===== src/rtl/rjrx_pkg.sv =====
package rjrx_pkg;

  localparam int unsigned MAX_W      = 24;
  localparam int unsigned PACK_W     = 16;
  localparam int unsigned HALF_NORM  = 32;
  localparam int unsigned HALF_PACK  = 16;
  localparam int unsigned WIDTH_BITS = $clog2(MAX_W + 1);
  localparam int unsigned CNT_W      = $clog2(2 * HALF_NORM);

  typedef enum logic [1:0] {
    WL_24 = 2'b00,
    WL_20 = 2'b01,
    WL_18 = 2'b10,
    WL_16 = 2'b11
  } wlen_e;

  function automatic logic [WIDTH_BITS-1:0] sample_bits(input logic pack, input wlen_e wl);
    logic [WIDTH_BITS-1:0] w;
    if (pack) begin
      w = WIDTH_BITS'(PACK_W);
    end else begin
      case (wl)
        WL_24:   w = WIDTH_BITS'(24);
        WL_20:   w = WIDTH_BITS'(20);
        WL_18:   w = WIDTH_BITS'(18);
        default: w = WIDTH_BITS'(16);
      endcase
    end
    return w;
  endfunction

endpackage


===== src/rtl/rjrx_sync.sv =====
module rjrx_sync #(
  parameter int unsigned STAGES = 2
) (
  input  logic clk,
  input  logic rst_n,
  input  logic bclk_i,
  input  logic lrck_i,
  input  logic sd_i,
  output logic tick_o,
  output logic lr_o,
  output logic sd_o
);

  logic [2:0] pipe_q [STAGES];
  logic       bclk_prev_q;

  always_ff @(posedge clk or negedge rst_n) begin
    if (!rst_n) begin
      for (int i = 0; i < STAGES; i++) pipe_q[i] <= '0;
      bclk_prev_q <= 1'b0;
    end else begin
      pipe_q[0] <= {bclk_i, lrck_i, sd_i};
      for (int i = 1; i < STAGES; i++) pipe_q[i] <= pipe_q[i-1];
      bclk_prev_q <= pipe_q[STAGES-1][2];
    end
  end

  assign tick_o = pipe_q[STAGES-1][2] & ~bclk_prev_q;
  assign lr_o   = pipe_q[STAGES-1][1];
  assign sd_o   = pipe_q[STAGES-1][0];

endmodule


===== src/rtl/rjrx_framer.sv =====
module rjrx_framer
  import rjrx_pkg::*;
(
  input  logic clk,
  input  logic rst_n,
  input  logic tick_i,
  input  logic lr_i,
  input  logic pack_i,
  output logic cap_right_o,
  output logic go_o,
  output logic err_o
);

  logic             primed_q, primed_d;
  logic             lr_prev_q, lr_prev_d;
  logic             seen_q, seen_d;
  logic             right_ok_q, right_ok_d;
  logic [CNT_W-1:0] cnt_q, cnt_d;
  logic [CNT_W-1:0] exp_len;
  logic             edge_c, len_ok;

  always_comb begin
    exp_len     = pack_i ? CNT_W'(HALF_PACK) : CNT_W'(HALF_NORM);
    edge_c      = tick_i && primed_q && (lr_i != lr_prev_q);
    len_ok      = (cnt_q == exp_len);
    cap_right_o = edge_c && lr_i;
    go_o        = edge_c && !lr_i && seen_q && len_ok && right_ok_q;
    err_o       = edge_c && seen_q && !len_ok;

    primed_d   = primed_q | tick_i;
    lr_prev_d  = tick_i ? lr_i : lr_prev_q;
    seen_d     = seen_q | edge_c;
    cnt_d      = cnt_q;
    right_ok_d = right_ok_q;
    if (tick_i) begin
      if (edge_c)              cnt_d = CNT_W'(1);
      else if (cnt_q != '1)    cnt_d = cnt_q + 1'b1;
    end
    if (edge_c) right_ok_d = lr_i ? (seen_q && len_ok) : 1'b0;
  end

  always_ff @(posedge clk or negedge rst_n) begin
    if (!rst_n) begin
      primed_q   <= 1'b0;
      lr_prev_q  <= 1'b0;
      seen_q     <= 1'b0;
      right_ok_q <= 1'b0;
      cnt_q      <= '0;
    end else begin
      primed_q   <= primed_d;
      lr_prev_q  <= lr_prev_d;
      seen_q     <= seen_d;
      right_ok_q <= right_ok_d;
      cnt_q      <= cnt_d;
    end
  end

  // once framing is found, the half-frame counter never reads zero
  p_cnt_live_r2: assert property (@(posedge clk) disable iff (!rst_n)
    seen_q |-> (cnt_q != '0));

  // no error can be reported before the first transition has been seen
  p_no_early_err_r1: assert property (@(posedge clk) disable iff (!rst_n)
    !seen_q |-> !err_o);

endmodule


===== src/rtl/rjrx_shift.sv =====
module rjrx_shift
  import rjrx_pkg::*;
(
  input  logic                  clk,
  input  logic                  rst_n,
  input  logic                  tick_i,
  input  logic                  sd_i,
  input  logic [WIDTH_BITS-1:0] width_i,
  output logic [MAX_W-1:0]      ext_o
);

  logic [MAX_W-1:0] sr_q, sr_d;
  int               top_idx;
  logic             msb;

  always_comb begin
    sr_d = tick_i ? {sr_q[MAX_W-2:0], sd_i} : sr_q;
  end

  always_comb begin
    top_idx = int'(width_i) - 1;
    if (top_idx < 0)         top_idx = 0;
    if (top_idx > MAX_W - 1) top_idx = MAX_W - 1;
    msb = sr_q[top_idx];
    for (int i = 0; i < MAX_W; i++) ext_o[i] = (i <= top_idx) ? sr_q[i] : msb;
  end

  always_ff @(posedge clk or negedge rst_n) begin
    if (!rst_n) sr_q <= '0;
    else        sr_q <= sr_d;
  end

endmodule


===== src/rtl/rjrx_top.sv =====
module rjrx_top
  import rjrx_pkg::*;
#(
  parameter int unsigned SYNC_STAGES = 2
) (
  input  logic             clk,
  input  logic             rst_n,
  input  logic             bit_clk,
  input  logic             frame_sel,
  input  logic             ser_data,
  input  logic             pack_mode,
  input  logic [1:0]       word_len,
  output logic [MAX_W-1:0] left_sample,
  output logic [MAX_W-1:0] right_sample,
  output logic             pair_valid,
  output logic             frame_err
);

  logic rst_meta_q, srst_n;

  always_ff @(posedge clk or negedge rst_n) begin
    if (!rst_n) begin
      rst_meta_q <= 1'b0;
      srst_n     <= 1'b0;
    end else begin
      rst_meta_q <= 1'b1;
      srst_n     <= rst_meta_q;
    end
  end

  logic                  bit_tick, lr_s, sd_s;
  logic                  cap_right, pair_go, len_err;
  logic [WIDTH_BITS-1:0] width;
  logic [MAX_W-1:0]      ext;

  rjrx_sync #(.STAGES(SYNC_STAGES)) u_sync (
    .clk(clk), .rst_n(srst_n),
    .bclk_i(bit_clk), .lrck_i(frame_sel), .sd_i(ser_data),
    .tick_o(bit_tick), .lr_o(lr_s), .sd_o(sd_s)
  );

  rjrx_framer u_framer (
    .clk(clk), .rst_n(srst_n),
    .tick_i(bit_tick), .lr_i(lr_s), .pack_i(pack_mode),
    .cap_right_o(cap_right), .go_o(pair_go), .err_o(len_err)
  );

  assign width = sample_bits(pack_mode, wlen_e'(word_len));

  rjrx_shift u_shift (
    .clk(clk), .rst_n(srst_n),
    .tick_i(bit_tick), .sd_i(sd_s), .width_i(width), .ext_o(ext)
  );

  logic [MAX_W-1:0] rhold_q, rhold_d;
  logic [MAX_W-1:0] lstage_q, lstage_d, rstage_q, rstage_d;
  logic [MAX_W-1:0] lout_q, lout_d, rout_q, rout_d;
  logic             pend_q, pend_d, valid_q, valid_d, err_q, err_d;

  always_comb begin
    rhold_d  = rhold_q;
    lstage_d = lstage_q;
    rstage_d = rstage_q;
    lout_d   = lout_q;
    rout_d   = rout_q;
    pend_d   = pend_q;
    valid_d  = 1'b0;
    err_d    = len_err;
    if (cap_right) rhold_d = ext;
    if (pair_go) begin
      lstage_d = ext;
      rstage_d = rhold_q;
      pend_d   = 1'b1;
    end else if (bit_tick && pend_q) begin
      lout_d  = lstage_q;
      rout_d  = rstage_q;
      valid_d = 1'b1;
      pend_d  = 1'b0;
    end
  end

  always_ff @(posedge clk or negedge srst_n) begin
    if (!srst_n) begin
      rhold_q  <= '0;
      lstage_q <= '0;
      rstage_q <= '0;
      lout_q   <= '0;
      rout_q   <= '0;
      pend_q   <= 1'b0;
      valid_q  <= 1'b0;
      err_q    <= 1'b0;
    end else begin
      rhold_q  <= rhold_d;
      lstage_q <= lstage_d;
      rstage_q <= rstage_d;
      lout_q   <= lout_d;
      rout_q   <= rout_d;
      pend_q   <= pend_d;
      valid_q  <= valid_d;
      err_q    <= err_d;
    end
  end

  assign left_sample  = lout_q;
  assign right_sample = rout_q;
  assign pair_valid   = valid_q;
  assign frame_err    = err_q;

  p_valid_pulse_r5: assert property (@(posedge clk) disable iff (!srst_n)
    pair_valid |=> !pair_valid);

  p_hold_outputs_r5: assert property (@(posedge clk) disable iff (!srst_n)
    !pair_valid |-> ($stable(left_sample) && $stable(right_sample)));

  p_valid_on_bit_edge_r5: assert property (@(posedge clk) disable iff (!srst_n)
    pair_valid |-> $past(bit_tick));

  p_err_pulse_r7: assert property (@(posedge clk) disable iff (!srst_n)
    frame_err |=> !frame_err);

endmodule


===== config.mk =====
export PLATFORM = sky130hd
export DESIGN_NAME = rjrx_top
export DESIGN_NICKNAME = d
export VERILOG_FILES = /design/src/rtl/rjrx_pkg.sv /design/src/rtl/rjrx_sync.sv /design/src/rtl/rjrx_framer.sv /design/src/rtl/rjrx_shift.sv /design/src/rtl/rjrx_top.sv
export SDC_FILE = /design/constraint.sdc
export NUM_CORES = 1
export LEC_CHECK = 0
export BUFFER_PORTS_ARGS = -buffer_cell sky130_fd_sc_hd__buf_2
export CAP_MARGIN = 20
export CORE_UTILIZATION = 25
export CTS_BUF_LIST = sky130_fd_sc_hd__clkbuf_16
export DETAILED_ROUTE_END_ITERATION = 6
export PLACE_DENSITY = 0.43
export SKIP_CTS_REPAIR_TIMING = 1
export SYNTH_ARGS = -nofsm -noshare
export SYNTH_HDL_FRONTEND = slang
export SYNTH_SLANG_ARGS = --single-unit

===== constraint.sdc =====
create_clock -name clk -period 9.9 [get_ports clk]
set_input_delay 1.98 -clock clk [delete_from_list [all_inputs] [get_ports clk]]
set_output_delay 1.98 -clock clk [all_outputs]
set_load 0.05 [all_outputs]

# ---- Word-level counts from Yosys, hierarchy flattened
# Cells that the tools add are included.
dict set report op_classes {
  addsub 2
  n_mul 0
  n_div 0
  n_lt_le_gt_ge 27
  n_eq_ne 5
  shifts 0
  mux 39
  n_bitwise 5
  reduce_logical 18
}
# operator n
set op_table {}
lappend op_table {{<= comparator 5 x 32 -> 1 bit (first input constant)} 8}
lappend op_table {{<= comparator 6 x 32 -> 1 bit (first input constant)} 8}
lappend op_table {{<= comparator 4 x 32 -> 1 bit (first input constant)} 4}
lappend op_table {{<= comparator 3 x 32 -> 1 bit (first input constant)} 2}
lappend op_table {{2-to-1 mux 32 bit} 2}
lappend op_table {{greater-than comparator 32 x 5 -> 1 bit (second input constant)} 1}
lappend op_table {{<= comparator 1 x 32 -> 1 bit (first input constant)} 1}
lappend op_table {{<= comparator 2 x 32 -> 1 bit (first input constant)} 1}
lappend op_table {{< comparator 32 x 1 -> 1 bit (second input constant)} 1}
lappend op_table {{< comparator 32 x 7 -> 1 bit (second input constant)} 1}
lappend op_table {{2-to-1 mux 1 bit} 31}
lappend op_table {{2-to-1 mux 6 bit} 3}
lappend op_table {{one-hot mux 4 bit (3 select lines)} 1}
lappend op_table {{logical AND 1 bit} 11}
lappend op_table {{adder 6 x 1 -> 6 bit (second input constant)} 1}
lappend op_table {{== test 6 bit} 1}
lappend op_table {{!= test 6 bit (second input constant)} 1}
lappend op_table {{subtractor 5 x 1 -> 6 bit (second input constant)} 1}
lappend op_table {{binary-select mux 1 bit (select 5 bit)} 1}
lappend op_table {{2-to-1 mux 4 bit} 1}
lappend op_table {{AND reduction 2 bit} 2}
lappend op_table {{nonzero test 2 bit} 2}
lappend op_table {{== test 2 x 1 -> 1 bit (second input constant)} 1}
lappend op_table {{== test 2 bit (second input constant)} 1}
lappend op_table {{other kinds (6)} 9}
dict set report totals {
  register_bits 166
  latch_bits 0
  ramBits 0
  rom_bits 0
  inputBits 8
  elab_cells 115
  n_memories 0
}

# ---- Longest topological paths before layout
dict set report depth {
  word_depth 12
  depth_mapped 10
  depth_no_buf 8
}

# ---- Hierarchy
# Synthesis repeated with hierarchy kept, for this count alone.
dict set report hier_totals {
  hier_cells 559
  hier_area_um2 7372.1
}
# mod n_inst cells_each area_per_inst_um2 seq_area_each_um2
set by_module_without_submodules {}
lappend by_module_without_submodules {rjrx_top 1 267 4616.9 3128.0}
lappend by_module_without_submodules {rjrx_shift 1 226 2005.7 600.6}
lappend by_module_without_submodules {rjrx_framer 1 58 560.5 250.2}
lappend by_module_without_submodules {rjrx_sync 1 8 188.9 175.2}

# ---- Worst setup path before layout
# OpenSTA, ideal clock, no wires.
dict set report synth_path {
  kind {in2reg}
  start {in word_len[1]}
  end {reg rhold_q[18]}
  t_arrival_ns 4.296
  t_required_ns 9.804
  setup_slack_ns 5.508
  path_stages 10
  path_cell_list {clkbuf_1 > nor3b_1 > inv_1 > ha_1 > clkbuf_1 > o311ai_0 > a31oi_1 > a21boi_1 > nor3b_1 > o31ai_1}
}
dict set report synth_between {
  elab_chain_len 12
}
# element line
set synth_rtl {}
lappend synth_rtl {{start: declaration} rjrx_top.sv:12} ;# input logic [1:0] word_len,
lappend synth_rtl {{== test 2 bit, or another cell as far along} rjrx_pkg.sv:22} ;# case (wl)
lappend synth_rtl {{one-hot mux 4 bit (3 select lines) *} rjrx_pkg.sv:22}
lappend synth_rtl {{2-to-1 mux 4 bit *} rjrx_pkg.sv:19} ;# if (pack) begin
lappend synth_rtl {{subtractor 5 x 1 -> 6 bit *} rjrx_shift.sv:21} ;# top_idx = int'(width_i) - 1;
lappend synth_rtl {{< comparator 32 x 1 -> 1 bit} rjrx_shift.sv:22} ;# if (top_idx < 0) top_idx = 0;
lappend synth_rtl {{2-to-1 mux 32 bit *} rjrx_shift.sv:22}
lappend synth_rtl {{greater-than comparator 32 x 5 -> 1 bit} rjrx_shift.sv:23} ;# if (top_idx > MAX_W - 1) top_idx = MAX_W - 1;
lappend synth_rtl {{2-to-1 mux 32 bit *} rjrx_shift.sv:23}
lappend synth_rtl {{branches (longest 3 deep; another with <= comparator 6 x 32 -> 1 bit)} --}
lappend synth_rtl {{2-to-1 mux 1 bit *} rjrx_shift.sv:25} ;# for (int i = 0; i < MAX_W; i++) ext_o[i] = (i <= top_idx) ? sr_q[i] : msb;
lappend synth_rtl {{end signal: assignment} rjrx_top.sv:93} ;# rhold_q <= rhold_d;
lappend synth_rtl {{end: declaration} rjrx_top.sv:55} ;# logic [MAX_W-1:0] rhold_q, rhold_d;
# Every way passes the cells marked *. The select of a mux whose other input is x is not followed.
# A chain may end at the register's enable or synchronous reset.

# ---- Final worst setup path
dict set report layout_path {
  start {in pack_mode}
  end {reg lstage_q[12]}
}
dict set report layout_between {
  elab_chain_len 10
}
# element line
set layout_rtl {}
lappend layout_rtl {{start: declaration} rjrx_top.sv:11} ;# input logic pack_mode,
lappend layout_rtl {{branches (longest 10 deep; another with < comparator 32 x 1 -> 1 bit)} --}
lappend layout_rtl {{end signal: assignment} rjrx_top.sv:94} ;# lstage_q <= lstage_d;
lappend layout_rtl {{end: declaration} rjrx_top.sv:56} ;# logic [MAX_W-1:0] lstage_q, lstage_d, rstage_q, rstage_d;
# Parallel ways; which one is timed is not known. The select of a mux whose other input is x is not followed.

==> summary.txt <==
Status: finished clean
Post-synthesis xor/xnor area fraction: 0.7943%
Syn-to-layout area delta: 18.25%
Cells after Synth: 606
CTS H-tree depth: 4
Max capacitance violation total: 0
Crit. Startpoint: pack_mode
Design Area, Final: 7824 sq um
Reg-to-Reg Start: u_framer.cnt_q[4]
DIE HEIGHT: 164.7 microns
Async set-reset flop share out of synthesis: 100.0%
Number of antenna violations at the first check in global routing: 0
Nets: 671
Area share of the largest cell type after synthesis: 62.78%
Mux cell area share after synthesis: 10.10%
Largest family of logic cells by synthesized area: simple AND/OR/NAND/NOR gates
Hold path startpoint: u_sync.pipe_q[5]
Die X: 164.7 microns
Synth Area in Compound Gates: 6.562%
Clock Skew: 11.66 ps
Finished Layout Cells: 1007
FP Rows: 59
Area leader, netlist: dfrtp_1
Switching pwr: 383.2 uW
Later-pin clock latency in the skew report: 420 ps
Switch share: 25.23%
Reg clk slew, reported paths: 70 ps
Largest cells by area after synthesis: dfrtp_1 (63%), nand2_1 (11%), mux2_2 (7.7%)
RSZ-0062 raised after global routing: false
Drt first pass iters: 5
Peak Freq: 0.2280 GHz
Detailed-placement wirelength estimate: 9.327 mm
EDFF count, synth: 0
Average size of a mapped cell: 10.92 sq um
WP data required: 10230 ps
Ys Warns: 0
Core area: 25980 sq um
CTS sink count: 166
Final hold viol count: 0
Largest net degree at the start of global routing: 65
Worst setup path class: input port to flip-flop
Max VDD drop: 86.06 uV
Maximum fanout along the worst path: 14
Ports: 58
Mapped Area: 6616 sq um
Leakage: 0.004048 uW
Wire length per cell: 13.69 microns
PortBufs: 57
Final setup violating endpoints: 0
First-pass GRT wire length: 23.50 mm
Hold Path Class: flip-flop to flip-flop
PD cells: 194.2 nW/um^2
Setup TNS: 0 ps
DP Area: 7229 sq um
CTS tree: built
Hold slack final: 351.4 ps
Comb power frac: 7.2%
Sequential area share after synthesis: 62.78%
Critical path arrival: 4710 ps
Final period utilization: 44.30%
Total Routing Usage GR: 11.23%
CTS Buffer Depth: 2
Clock power frac: 42.6%
Total grt overflow: 0
TritonCTS Buffers: 17
Initial Util: 25.46%
Initial drt markers: 225
Via/cell ratio: 4.255
Max_slew headroom: 45.41%
Tmin final: 4386 ps
Slew Limit Fails: 0
Ant diodes: 0
Top_reg_cell synth: dfrtp_1
CP startpoint kind: input port
CTS Root Cell: clkbuf_16
DRC viols: 0
Synth Area in Adders: 0.7564%
Measured slew at the worst slew-check pin: 818.9 ps
P_int: 1136 uW
Simple-Gate Fraction of Synth Area: 16.21%
Routed Antenna Nets: 0
Total Routed Length: 13.79 mm
Via Count: 4285
Vias in the first global route: 4451
Post-synthesis register bit count: 166
Layout cells sized above 1: 22.02%
Placed cell count: 974
CP Capture Type: flip-flop
Unique masters post-synth: 44
Flop pwr share: 50.2%
Routability Congestion: 0.7315
Die area: 27120 sq um
[routing by layer]
metal / wire length [microns] / global-route usage (%)
met4: 150 / 3.378
met2: 6559 / 17.95
met1: 6492 / 14.88
met5: 0 / 0
met3: 582 / 2.863
[final timing paths]
| kind | to | slack, ps | cells after the start |
|---|---|---|---|
| setup / recovery | lstage_q[12] | 5510 | 9 |
| hold / removal | u_sync.pipe_q[2] | 350 | 0 |
| setup reg to reg | right_sample[18] | 6940 | 7 |
| hold reg to reg | u_sync.pipe_q[2] | 350 | 0 |
| max in group asynchronous | u_shift.sr_q[1] | 7630 | 2 |
| min in group asynchronous | u_framer.cnt_q[2] | 380 | 0 |
[worst max-delay path, stage by stage]
cell and delay [ps]:
buf_2 170, nor3b_1 370, inv_1 100, ha_1 430, nor4b_1 310, o21ai_0 210
a21boi_1 590, mux2i_1 300, o21ai_0 230
[placed cells by master, fill, tap and decap left out, types with 3 or more instances in the layout]
cell type	synthesis	routed
buf_2	4	57
and3_1	4	4
nand3_1	3	3
o31ai_1	8	8
nor2_1	25	25
nand2_1	199	199
inv_1	7	7
xor2_1	5	5
a21oi_1	4	4
nor2b_1	4	4
nand2b_1	5	5
buf_4	3	7
clkinv_4	0	4
nor3_1	5	5
a31oi_1	13	13
mux2_1	9	9
nor3b_1	3	3
mux2_2	45	45
ha_1	4	4
o21ai_0	36	36
mux2i_1	6	6
dfrtp_1	166	165
clkbuf_16	0	17
clkinv_2	0	4
conb_1	2	3
[Yosys cell counts, types with 3 or more instances]
library cell    n
and3_1          4
clkbuf_1       21
o21ai_0        36
mux2_2         45
nor3b_1         3
nor3_1          5
o31ai_1         8
a21oi_1         4
mux2_1          9
buf_4           3
a31oi_1        13
mux2i_1         6
buf_2           4
dfrtp_1       166
inv_1           7
nor2_1         25
nand2_1       199
ha_1            4
xor2_1          5
nand2b_1        5
nand3_1         3
nor2b_1         4
[power by group through the flow]
stage               registers [uW]  clock network (uW)  logic (uW)
floorplan                      771                   0        75.9
global placement               774                   0         107
detailed placement             776                   0         111
CTS                            763                 674         111
global route                   770                 702         128
finish                         763                 646         110
[logic make-up (layout without fill, tap and decap cells)]
logic type      count (synthesis)  count (layout)
compound gates                 70              70
xor+xnor                        6               6
fa+ha+maj                       4               4
buf+inv                        39             104
flops                         166             166
mux                            60              60
other cells                     2               3
simple gates                  259             259
[flip-flops by register name, indices dropped and copies added, names as in the netlist, 4 cells and up]
register        cells
rhold_q            24
u_sync.pipe_q       4
u_framer.cnt_q      6
u_shift.sr_q       24
right_sample       24
left_sample        24
lstage_q           24
rstage_q           24
[area by class of cell]
| type | count | area [sq um] |
|---|---|---|
| Inverter | 7 | 26.28 |
| Tap cell | 335 | 419.2 |
| Timing Repair Buffer | 65 | 352.8 |
| Clock inverter | 15 | 153.9 |
| Multi-Input combinational cell | 402 | 2288 |
| Clock buffer | 17 | 425.4 |
| Fill cell | 2695 | 18160 |
| Sequential cell | 166 | 4158 |
[stage by stage]
stage | utilization (%) | setup WS [ps] | total power [uW]
after floorplan | - | 4932 | 846.7
after global placement | 27.82 | 5176 | 880.8
after detailed placement | 27.82 | 5127 | 887.1
after CTS | 30.05 | 5544 | 1549
after global routing | 30.11 | 5202 | 1600
final | 30.11 | 5514 | 1519
Power figures use the tool's default switching activity.
